===== src/rtl/cal_pkg.sv =====
package cal_pkg;

  localparam int NUM_FIELDS = 8;
  localparam int F_SEC  = 0;
  localparam int F_MIN  = 1;
  localparam int F_HOUR = 2;
  localparam int F_DOW  = 3;
  localparam int F_DATE = 4;
  localparam int F_MON  = 5;
  localparam int F_YEAR = 6;
  localparam int F_CENT = 7;

  // Next BCD value; anything at or above the limit returns to the minimum.
  function automatic logic [7:0] bcd_next(input logic [7:0] v,
                                          input logic [7:0] lo,
                                          input logic [7:0] hi);
    if (v >= hi)
      return lo;
    else if (v[3:0] >= 4'd9)
      return {v[7:4] + 4'd1, 4'd0};
    else
      return {v[7:4], v[3:0] + 4'd1};
  endfunction

  // Two-digit BCD year divisible by four.
  function automatic logic year_is_leap(input logic [7:0] yr);
    if (yr[4])
      return (yr[3:0] == 4'd2) || (yr[3:0] == 4'd6);
    else
      return (yr[3:0] == 4'd0) || (yr[3:0] == 4'd4) || (yr[3:0] == 4'd8);
  endfunction

endpackage


===== src/rtl/cal_prescaler.sv =====
module cal_prescaler #(
  parameter int DIV = 32768
) (
  input  logic clk,
  input  logic rst_n,
  input  logic tick_en,
  input  logic halt,
  input  logic restart,
  output logic sec_pulse,
  output logic test_phase
);
  localparam int CW   = $clog2(DIV);
  localparam int TBIT = CW - 10;

  logic [CW-1:0] count;

  assign sec_pulse  = tick_en && !halt && !restart && (count == CW'(DIV - 1));
  assign test_phase = count[TBIT];

  always_ff @(posedge clk or negedge rst_n) begin
    if (!rst_n)
      count <= '0;
    else if (restart)
      count <= '0;
    else if (tick_en && !halt)
      count <= count + 1'b1;
  end


  halt_freezes_prescaler_chk: assert property (@(posedge clk) disable iff (!rst_n)
    (halt && !restart) |=> $stable(count));


  restart_clears_prescaler_chk: assert property (@(posedge clk) disable iff (!rst_n)
    restart |=> (count == '0));


  pulse_wraps_prescaler_chk: assert property (@(posedge clk) disable iff (!rst_n)
    sec_pulse |=> (count == '0));

endmodule


===== src/rtl/cal_month_len.sv =====
module cal_month_len (
  input  logic [7:0] month,
  input  logic [7:0] year,
  output logic [7:0] last_date
);
  always_comb begin
    unique case (month)
      8'h02:                      last_date = cal_pkg::year_is_leap(year) ? 8'h29 : 8'h28;
      8'h04, 8'h06, 8'h09, 8'h11: last_date = 8'h30;
      default:                    last_date = 8'h31;
    endcase
  end
endmodule


===== src/rtl/cal_bcd_field.sv =====
module cal_bcd_field #(
  parameter logic [7:0] LO  = 8'h00,
  parameter logic [7:0] RST = 8'h00
) (
  input  logic       clk,
  input  logic       rst_n,
  input  logic       inc,
  input  logic       load,
  input  logic [7:0] load_val,
  input  logic [7:0] hi,
  output logic [7:0] val,
  output logic       carry
);
  assign carry = inc && (val >= hi);

  always_ff @(posedge clk or negedge rst_n) begin
    if (!rst_n)
      val <= RST;
    else if (load)
      val <= load_val;
    else if (inc)
      val <= cal_pkg::bcd_next(val, LO, hi);
  end


  load_lands_chk: assert property (@(posedge clk) disable iff (!rst_n)
    load |=> (val == $past(load_val)));


  idle_holds_chk: assert property (@(posedge clk) disable iff (!rst_n)
    (!inc && !load) |=> $stable(val));


  limit_wraps_chk: assert property (@(posedge clk) disable iff (!rst_n)
    (inc && !load && (val >= hi)) |=> (val == LO));

endmodule


===== src/rtl/bcd_calendar_counter.sv =====
module bcd_calendar_counter #(
  parameter int PRESC_DIV = 32768
) (
  input  logic        clk,
  input  logic        rst_n,
  input  logic        tick_en,
  input  logic        stop_osc,
  input  logic        freq_test,
  input  logic        load_en,
  input  logic [63:0] ld_time,
  output logic [7:0]  sec_o,
  output logic [7:0]  min_o,
  output logic [7:0]  hour_o,
  output logic [7:0]  dow_o,
  output logic [7:0]  date_o,
  output logic [7:0]  month_o,
  output logic [7:0]  year_o,
  output logic [7:0]  cent_o
);
  import cal_pkg::*;

  localparam int NF = NUM_FIELDS;
  // Per-field minimum and reset values, field i in bits [8*i +: 8].
  localparam logic [8*NF-1:0] FIELD_LO  = {8'h00, 8'h00, 8'h01, 8'h01, 8'h01, 8'h00, 8'h00, 8'h00};
  localparam logic [8*NF-1:0] FIELD_RST = {8'h20, 8'h00, 8'h01, 8'h01, 8'h01, 8'h00, 8'h00, 8'h00};

  logic          sec_pulse;
  logic          test_phase;
  logic [7:0]    fval  [NF];
  logic [7:0]    fhi   [NF];
  logic [NF-1:0] finc;
  logic [NF-1:0] fcarry;
  logic [7:0]    date_last;

  cal_prescaler #(.DIV(PRESC_DIV)) u_presc (
    .clk        (clk),
    .rst_n      (rst_n),
    .tick_en    (tick_en),
    .halt       (stop_osc),
    .restart    (load_en),
    .sec_pulse  (sec_pulse),
    .test_phase (test_phase)
  );

  cal_month_len u_mlen (
    .month     (fval[F_MON]),
    .year      (fval[F_YEAR]),
    .last_date (date_last)
  );

  always_comb begin
    fhi[F_SEC]  = 8'h59;
    fhi[F_MIN]  = 8'h59;
    fhi[F_HOUR] = 8'h23;
    fhi[F_DOW]  = 8'h07;
    fhi[F_DATE] = date_last;
    fhi[F_MON]  = 8'h12;
    fhi[F_YEAR] = 8'h99;
    fhi[F_CENT] = 8'h39;
  end

  // Carry chain: hours feed both day of week and date.
  always_comb begin
    finc[F_SEC]  = sec_pulse;
    finc[F_MIN]  = fcarry[F_SEC];
    finc[F_HOUR] = fcarry[F_MIN];
    finc[F_DOW]  = fcarry[F_HOUR];
    finc[F_DATE] = fcarry[F_HOUR];
    finc[F_MON]  = fcarry[F_DATE];
    finc[F_YEAR] = fcarry[F_MON];
    finc[F_CENT] = fcarry[F_YEAR];
  end

  for (genvar i = 0; i < NF; i++) begin : g_field
    cal_bcd_field #(
      .LO  (FIELD_LO[8*i +: 8]),
      .RST (FIELD_RST[8*i +: 8])
    ) u_field (
      .clk      (clk),
      .rst_n    (rst_n),
      .inc      (finc[i]),
      .load     (load_en),
      .load_val (ld_time[8*i +: 8]),
      .hi       (fhi[i]),
      .val      (fval[i]),
      .carry    (fcarry[i])
    );
  end

  assign sec_o   = {fval[F_SEC][7:1], fval[F_SEC][0] ^ (freq_test && !stop_osc && test_phase)};
  assign min_o   = fval[F_MIN];
  assign hour_o  = fval[F_HOUR];
  assign dow_o   = fval[F_DOW];
  assign date_o  = fval[F_DATE];
  assign month_o = fval[F_MON];
  assign year_o  = fval[F_YEAR];
  assign cent_o  = fval[F_CENT];


  stop_holds_time_chk: assert property (@(posedge clk) disable iff (!rst_n)
    (stop_osc && !load_en) |=> ($stable(min_o) && $stable(hour_o) && $stable(dow_o) &&
                               $stable(date_o) && $stable(month_o) && $stable(year_o) &&
                               $stable(cent_o) && $stable(fval[F_SEC])));


  no_test_true_lsb_chk: assert property (@(posedge clk) disable iff (!rst_n)
    !freq_test |-> (sec_o == fval[F_SEC]));


  dow_and_date_together_chk: assert property (@(posedge clk) disable iff (!rst_n)
    (finc[F_DOW] != finc[F_DATE]) |-> 1'b0);

endmodule


===== config.mk =====
export PLATFORM = sky130hd
export DESIGN_NAME = bcd_calendar_counter
export DESIGN_NICKNAME = d
export VERILOG_FILES = /design/src/rtl/cal_pkg.sv /design/src/rtl/cal_prescaler.sv /design/src/rtl/cal_month_len.sv /design/src/rtl/cal_bcd_field.sv /design/src/rtl/bcd_calendar_counter.sv
export SDC_FILE = /design/constraint.sdc
export NUM_CORES = 1
export LEC_CHECK = 0
export ABC_AREA = 1
export BUFFER_PORTS_ARGS = -buffer_cell sky130_fd_sc_hd__buf_4
export CAP_MARGIN = 40
export CORE_MARGIN = 5
export CORE_UTILIZATION = 30
export DETAILED_ROUTE_END_ITERATION = 16
export SETUP_SLACK_MARGIN = 0.3
export SLEW_MARGIN = 20
export SYNTH_ARGS = -nofsm -noshare
export SYNTH_HDL_FRONTEND = slang
export SYNTH_SLANG_ARGS = --single-unit

===== constraint.sdc =====
create_clock -name clk -period 2.6 [get_ports clk]
set_clock_uncertainty 0.2 [all_clocks]
set_input_delay 0.39 -clock clk [delete_from_list [all_inputs] [get_ports clk]]
set_output_delay 0.39 -clock clk [all_outputs]
set_load 0.005 [all_outputs]

# Word-level counts from Yosys, hierarchy flattened
# Cells that the tools add are included.
[classes]
addsub = 17
order_cmp = 16
eq_ne = 10
n_mux = 38
n_bitwise = 1
reduce_logical = 42
[op_table]
columns = ["op", "count"]
rows = [
  ["$mux W8", 32],
  ["$add A4 B1 Y4 const B", 16],
  ["$ge A4 B4 Y1 const B", 8],
  ["$mux W15", 2],
  ["$reduce_bool A3 Y1", 8],
  ["$eq A8 B3 Y1 const B", 2],
  ["$ge A8 B6 Y1 const B", 2],
  ["$ge A8 B7 Y1 const B", 2],
  ["$pmux W8 S2", 1],
  ["$reduce_and A2 Y1", 8],
  ["$reduce_bool A2 Y1", 8],
  ["$add A15 B1 Y15 const B", 1],
  ["$eq A15 B15 Y1 const B", 1],
  ["$logic_and A1 B1 Y1", 11],
  ["$eq A4 B3 Y1 const B", 2],
  ["$eq A8 B2 Y1 const B", 1],
  ["$eq A8 B4 Y1 const B", 1],
  ["$eq A8 B5 Y1 const B", 1],
  ["$ge A8 B3 Y1 const B", 1],
  ["$ge A8 B5 Y1 const B", 1],
  ["$ge A8 B8 Y1", 1],
  ["$ge A8 B8 Y1 const B", 1],
  ["$eq A4 B2 Y1 const B", 1],
  ["$eq A4 B4 Y1 const B", 1],
  ["other kinds (6)", 11],
]
[word_totals]
register_bits = 79
input_bits = 70
output_inout_bits = 64
word_cells = 141

# Longest topological paths before layout
[logic_depth]
word_depth = 13
ltp_mapped = 18
mapped_depth_nobuf = 18

# Modules after synthesis
# A second synthesis with hierarchy kept.
[unflattened]
cells_unflattened = 1055
area_unflattened_um2 = 7563.5
[modules_own_cells]
columns = ["module", "n_inst", "cells_per_inst", "area_per_inst_um2", "seq_area_each_um2"]
rows = [
  ["cal_bcd_field (g_field[0].u_field ...)", 4, 108, 797.0, 200.2],
  ["cal_bcd_field (g_field[3].u_field ...)", 3, 112, 807.0, 201.4],
  ["cal_prescaler", 1, 130, 915.9, 375.4],
  ["cal_bcd_field (g_field[7].u_field)", 1, 108, 798.3, 201.4],
  ["cal_month_len", 1, 39, 198.9, 0.0],
  ["bcd_calendar_counter", 1, 10, 41.3, 0.0],
]

# Worst setup path before layout
# OpenSTA, ideal clock, no wires.
[synth_timing]
path_kind = "flip-flop to flip-flop"
from = "register g_field[5].u_field.val[0]"
to = "register g_field[5].u_field.val[4]"
setup_time_ns = 0.074
arrival_time_ns = 2.568
required_time_ns = 2.326
path_slack_ns = -0.242
stages_incl_launch_ff = 17
n_path_buf = 0
period_less_slack_ns = 2.842
path_cell_list = "dfstp_2 -> inv_1 -> ha_1 -> o21ai_0 -> o21ai_0 -> a32oi_1 -> nor2_1 -> a31oi_1 -> ha_1 -> nand2_1 -> nand3b_1 -> nand4_1 -> nand3_4 -> clkinv_2 -> nand2_4 -> nand2_1 -> o21ai_2"
[synth_between]
elab_chain_cells = 7
elab_cells_between_ends = 17
cone_classes = "order compare (3); eq/ne (5); mux (4); reduce/logical (5)"
[synth_lines]
columns = ["item", "line", "text"]
rows = [
  ["start, declared", "cal_bcd_field.sv:11", "output logic [7:0] val,"],
  ["start signal, assigned", "cal_bcd_field.sv:20", "val <= load_val;"],
  ["start signal, assigned", "cal_bcd_field.sv:22", "val <= cal_pkg::bcd_next(val, LO, hi);"],
  ["$eq A8 B3 Y1, or another cell as far along", "cal_month_len.sv:7", "unique case (month)"],
  ["$reduce_or A4 Y1", "cal_month_len.sv:7", ""],
  ["$pmux W8 S2", "cal_month_len.sv:7", ""],
  ["$ge A8 B8 Y1", "cal_bcd_field.sv:14", "assign carry = inc && (val >= hi);"],
  ["$logic_and A1 B1 Y1", "cal_bcd_field.sv:14", ""],
  ["$reduce_bool A2 Y1 (no source line)", "--", ""],
  ["$reduce_and A2 Y1 (no source line)", "--", ""],
]
# Parallel ways exist; a longest one is shown, timed or not. The select of a mux whose other input is x is not followed.
# A chain may end at the register's enable or synchronous reset.

# Worst setup path after layout
[layout_timing]
from = "register g_field[5].u_field.val[0]"
to = "register g_field[6].u_field.val[1]"
[layout_between]
elab_chain_cells = 7
elab_cells_between_ends = 12
cone_classes = "order compare (2); eq/ne (5); mux (1); reduce/logical (4)"
[layout_lines]
columns = ["item", "line"]
rows = [
  ["$eq A8 B3 Y1, or another cell as far along", "cal_month_len.sv:7"],
  ["$reduce_or A4 Y1", "cal_month_len.sv:7"],
  ["$pmux W8 S2", "cal_month_len.sv:7"],
  ["$ge A8 B8 Y1", "cal_bcd_field.sv:14"],
  ["$logic_and A1 B1 Y1", "cal_bcd_field.sv:14"],
  ["$logic_and A1 B1 Y1 *", "cal_bcd_field.sv:14"],
  ["$reduce_bool A2 Y1 (no source line) *", "--"],
  ["end signal, assigned", "cal_bcd_field.sv:20"],
  ["end signal, assigned", "cal_bcd_field.sv:22"],
  ["end, declared", "cal_bcd_field.sv:11"],
]
# Mark *: on every way between the ends. The rest lies on a longest branch, timed or not.

==> results.json <==
{
  "status": "complete, but fails checks",
  "cp_cell_sequence": "inv_4, ha_2, o21ai_2, o21ai_1, a32oi_1, nor2_1, a31oi_1, ha_1, nand2_1, nand3b_1, nand4_1, buf_6, nand3_4, nor2_8, buf_6, nand2_1, o21ai_1",
  "p_int_mw": 3.32,
  "detail_route.wl_per_cell_um": 13.9,
  "antenna_cells": 0,
  "end_kind": "flop",
  "switching_power_mw": 1.78,
  "tightest_slew_ps": 456,
  "maxCapViolations": 0,
  "num-nets-final": 965,
  "layout_common_cells": "178 x buf_4, 159 x nand2_1, 76 x inv_1",
  "highest_layer": "met4",
  "power_frac_seq": 0.344,
  "ir_drop_mv": 0.346,
  "htree_levels": 3,
  "drc": 0,
  "min_period_ps": 2810,
  "fill_cells": 1949,
  "hold_path_class": "in -> reg",
  "antenna_found_initial": 0,
  "drv_slew": 0,
  "layout_commonest_cell": "buf_4",
  "crit_type": "reg -> reg",
  "routed_wl_mm": 15.0,
  "design.core.area_mm2": 0.0186,
  "cts_tree": "yes",
  "violations": "setup timing",
  "p_leak_nw": 3.59,
  "syn_inst": 722,
  "critPathMaxStageDelay_ps": 570,
  "syn_nets": 840,
  "cts_sinks": 79,
  "routed-via-count": 4952,
  "finalInstanceArea_mm2": 0.00736,
  "rsz0062_at_grt": "true",
  "setup.worst_path.start_class": "flop",
  "power_mw": 5.09,
  "cts_root_buffer": "clkbuf_16",
  "p_sw_frac": 0.349,
  "setup_viol": 32,
  "clockPowerShare": 0.269,
  "drtIter0Drc": 236,
  "hold_depth": 3,
  "synth-seq-cells": 79,
  "drt-pass1-iter-count": 4,
  "final_cells": 1085,
  "vias_per_cell": 4.56,
  "cp.required_ps": 2610,
  "initial_utilization": 0.304,
  "place_area_mm2": 0.00673,
  "overflow": 0,
  "placedCellCount": 1050,
  "die_w_um": 147,
  "dp_hpwl_mm": 11.5,
  "finalCritPeriodShare": 1.08,
  "postRouteAntennaNets": 0,
  "r2r_slack_ps": -210,
  "slew_headroom": 0.696,
  "track_usage": 0.138,
  "r2r.worst_path.cells": 17,
  "synth_area_mm2": 0.00566,
  "wl_met2_mm": 7.10,
  "grt_max_degree": 49,
  "grt_pass1_wl_mm": 24.4,
  "hold_viol_final": 0,
  "final_util": 0.395,
  "wirelength_met1_mm": 6.85,
  "fmax_mhz": 356,
  "p_comb_frac": 0.386,
  "cts_buffer_depth": 2,
  "clkTransAtPathRegs_ps": 60,
  "gp_congestion": 0.798,
  "met3WireLength_um": 814,
  "clkLatencyLatePin_ps": 340,
  "cts_made_buffers": 9,
  "io_buffers": 133,
  "yosysUniqueCellTypes": 46,
  "grt_pass1_vias": 4852,
  "crit_fanout": 4,
  "slowest_stage": "dfstp_2",
  "yosys_warnings": 0,
  "boundaryPins": 134,
  "syn_avg_cell_area_um2": 7.85,
  "yosysSeqAreaShare": 0.350,
  "worstPathArrival_ps": 2820,
  "power.density_mw_per_mm2": 692,
  "rows": 50,
  "drive_above_1_share": 0.313,
  "die_area_mm2": 0.0217,
  "syn2layout_area_growth_pct": 29.9,
  "die_h_um": 147,
  "setup_ws_ps": -210,
  "place_ws_ps": -230
}
state kept, by name, indices dropped and copies added (netlist names):
| signal | count |
|---|---|
| g_field.u_field.val | 64 |
| u_presc.count | 15 |
what timing repair did:
item / in CTS / in global routing
setup buffers: 3 / 15
setup endpoints to repair: 37 / 48
endpoints found under the hold margin: 29 / 0
hold buffers: 1 / 0
cloned: 1 / 0
gates resized for setup: 24 / 25
pin swaps: 15 / 14
logic make-up (layout without fill, tap and decap cells):
kind of cell,after synthesis,count (layout),share of synthesized area
AO/OA/AOI/OAI,119,119,0.122
XOR/XNOR,16,16,0.0247
adder cells (fa/ha/maj),48,48,0.106
buffers and inverters,159,287,0.152
flip-flops,79,79,0.350
AND/OR/NAND/NOR,301,302,0.245
routing by layer:
metal  track usage  up-vias
li1              -     2537
met1         0.180     2296
met2         0.223      104
met3        0.0346       15
met4        0.0480        0
met5             0        -
synthesized netlist by cell type (all sizes together):
| library cell | number | share of area |
|---|---|---|
| or2 | 1 | 0.0011 |
| inv | 83 | 0.055 |
| ha | 48 | 0.11 |
| nor3 | 11 | 0.011 |
| a22oi | 3 | 0.0040 |
| nor2 | 48 | 0.042 |
| nor4 | 1 | 0.0011 |
| xnor2 | 5 | 0.0077 |
| o21a | 3 | 0.0040 |
| a32oi | 1 | 0.0015 |
| clkinv | 1 | 0.00088 |
| o22ai | 1 | 0.0011 |
| nand3b | 7 | 0.0093 |
| a22o | 2 | 0.0031 |
| nand4 | 8 | 0.011 |
| dfstp | 4 | 0.019 |
| a31oi | 7 | 0.0077 |
| nand2b | 1 | 0.0011 |
| buf | 69 | 0.092 |
| dfrtp | 75 | 0.33 |
| xor2 | 11 | 0.017 |
| o21ai | 61 | 0.056 |
| a211oi | 1 | 0.0013 |
| o211ai | 14 | 0.019 |
| a21oi | 25 | 0.023 |
| nand3 | 47 | 0.047 |
| a32o | 1 | 0.0018 |
| nor3b | 1 | 0.0013 |
| nand2 | 176 | 0.12 |
| clkbuf | 6 | 0.0040 |
through the flow:
step	setup TNS, ps	hold WS, ps
after global placement	-4000	171
after CTS	-5940	33.8
after floorplan	-2640	-106
after global routing	-12640	37.9
final	-5560	47.2
after detailed placement	-6140	174
worst max-delay path: cells and delay by family (launching register included):
family          cells  cell delay, ps
compound gates      5             580
flops               1             570
simple gates        7             550
fa+ha+maj           2             420
buf+inv             3             360
power by group through the flow:
stage | logic, mW | registers (mW) | clock network, mW
floorplan | 1.28 | 1.71 | 0
global placement | 1.82 | 1.77 | 0
detailed placement | 1.85 | 1.77 | 0
CTS | 1.91 | 1.75 | 1.42
global route | 2.22 | 1.80 | 1.48
finish | 1.97 | 1.75 | 1.37
worst paths after layout:
check                                                      startpoint                               endpoint
worst max-delay path            g_field[5].u_field.val[0]$_DFFE_PN1P_  g_field[6].u_field.val[1]$_DFFE_PN0P_
max in group asynchronous                                       rst_n  g_field[5].u_field.val[0]$_DFFE_PN1P_
min in group asynchronous                                       rst_n  g_field[6].u_field.val[7]$_DFFE_PN0P_
worst min-delay path                                       ld_time[7]  g_field[0].u_field.val[7]$_DFFE_PN0P_
worst min register to register          u_presc.count[12]$_DFFE_PN0P_          u_presc.count[12]$_DFFE_PN0P_
worst max register to register  g_field[5].u_field.val[0]$_DFFE_PN1P_  g_field[6].u_field.val[1]$_DFFE_PN0P_
area by class of cell:
| cell class | instances | area [um2] | area share |
|---|---|---|---|
| Multi-Input combinational cell | 485 | 2970 | 0.403 |
| Sequential cell | 79 | 1990 | 0.270 |
| Timing Repair Buffer | 188 | 1460 | 0.199 |
| Inverter | 84 | 332 | 0.0451 |
| Tap cell | 234 | 293 | 0.0398 |
| Clock buffer | 12 | 246 | 0.0335 |
| Clock inverter | 3 | 67.6 | 0.00919 |
(Power assumes the default switching activity.)
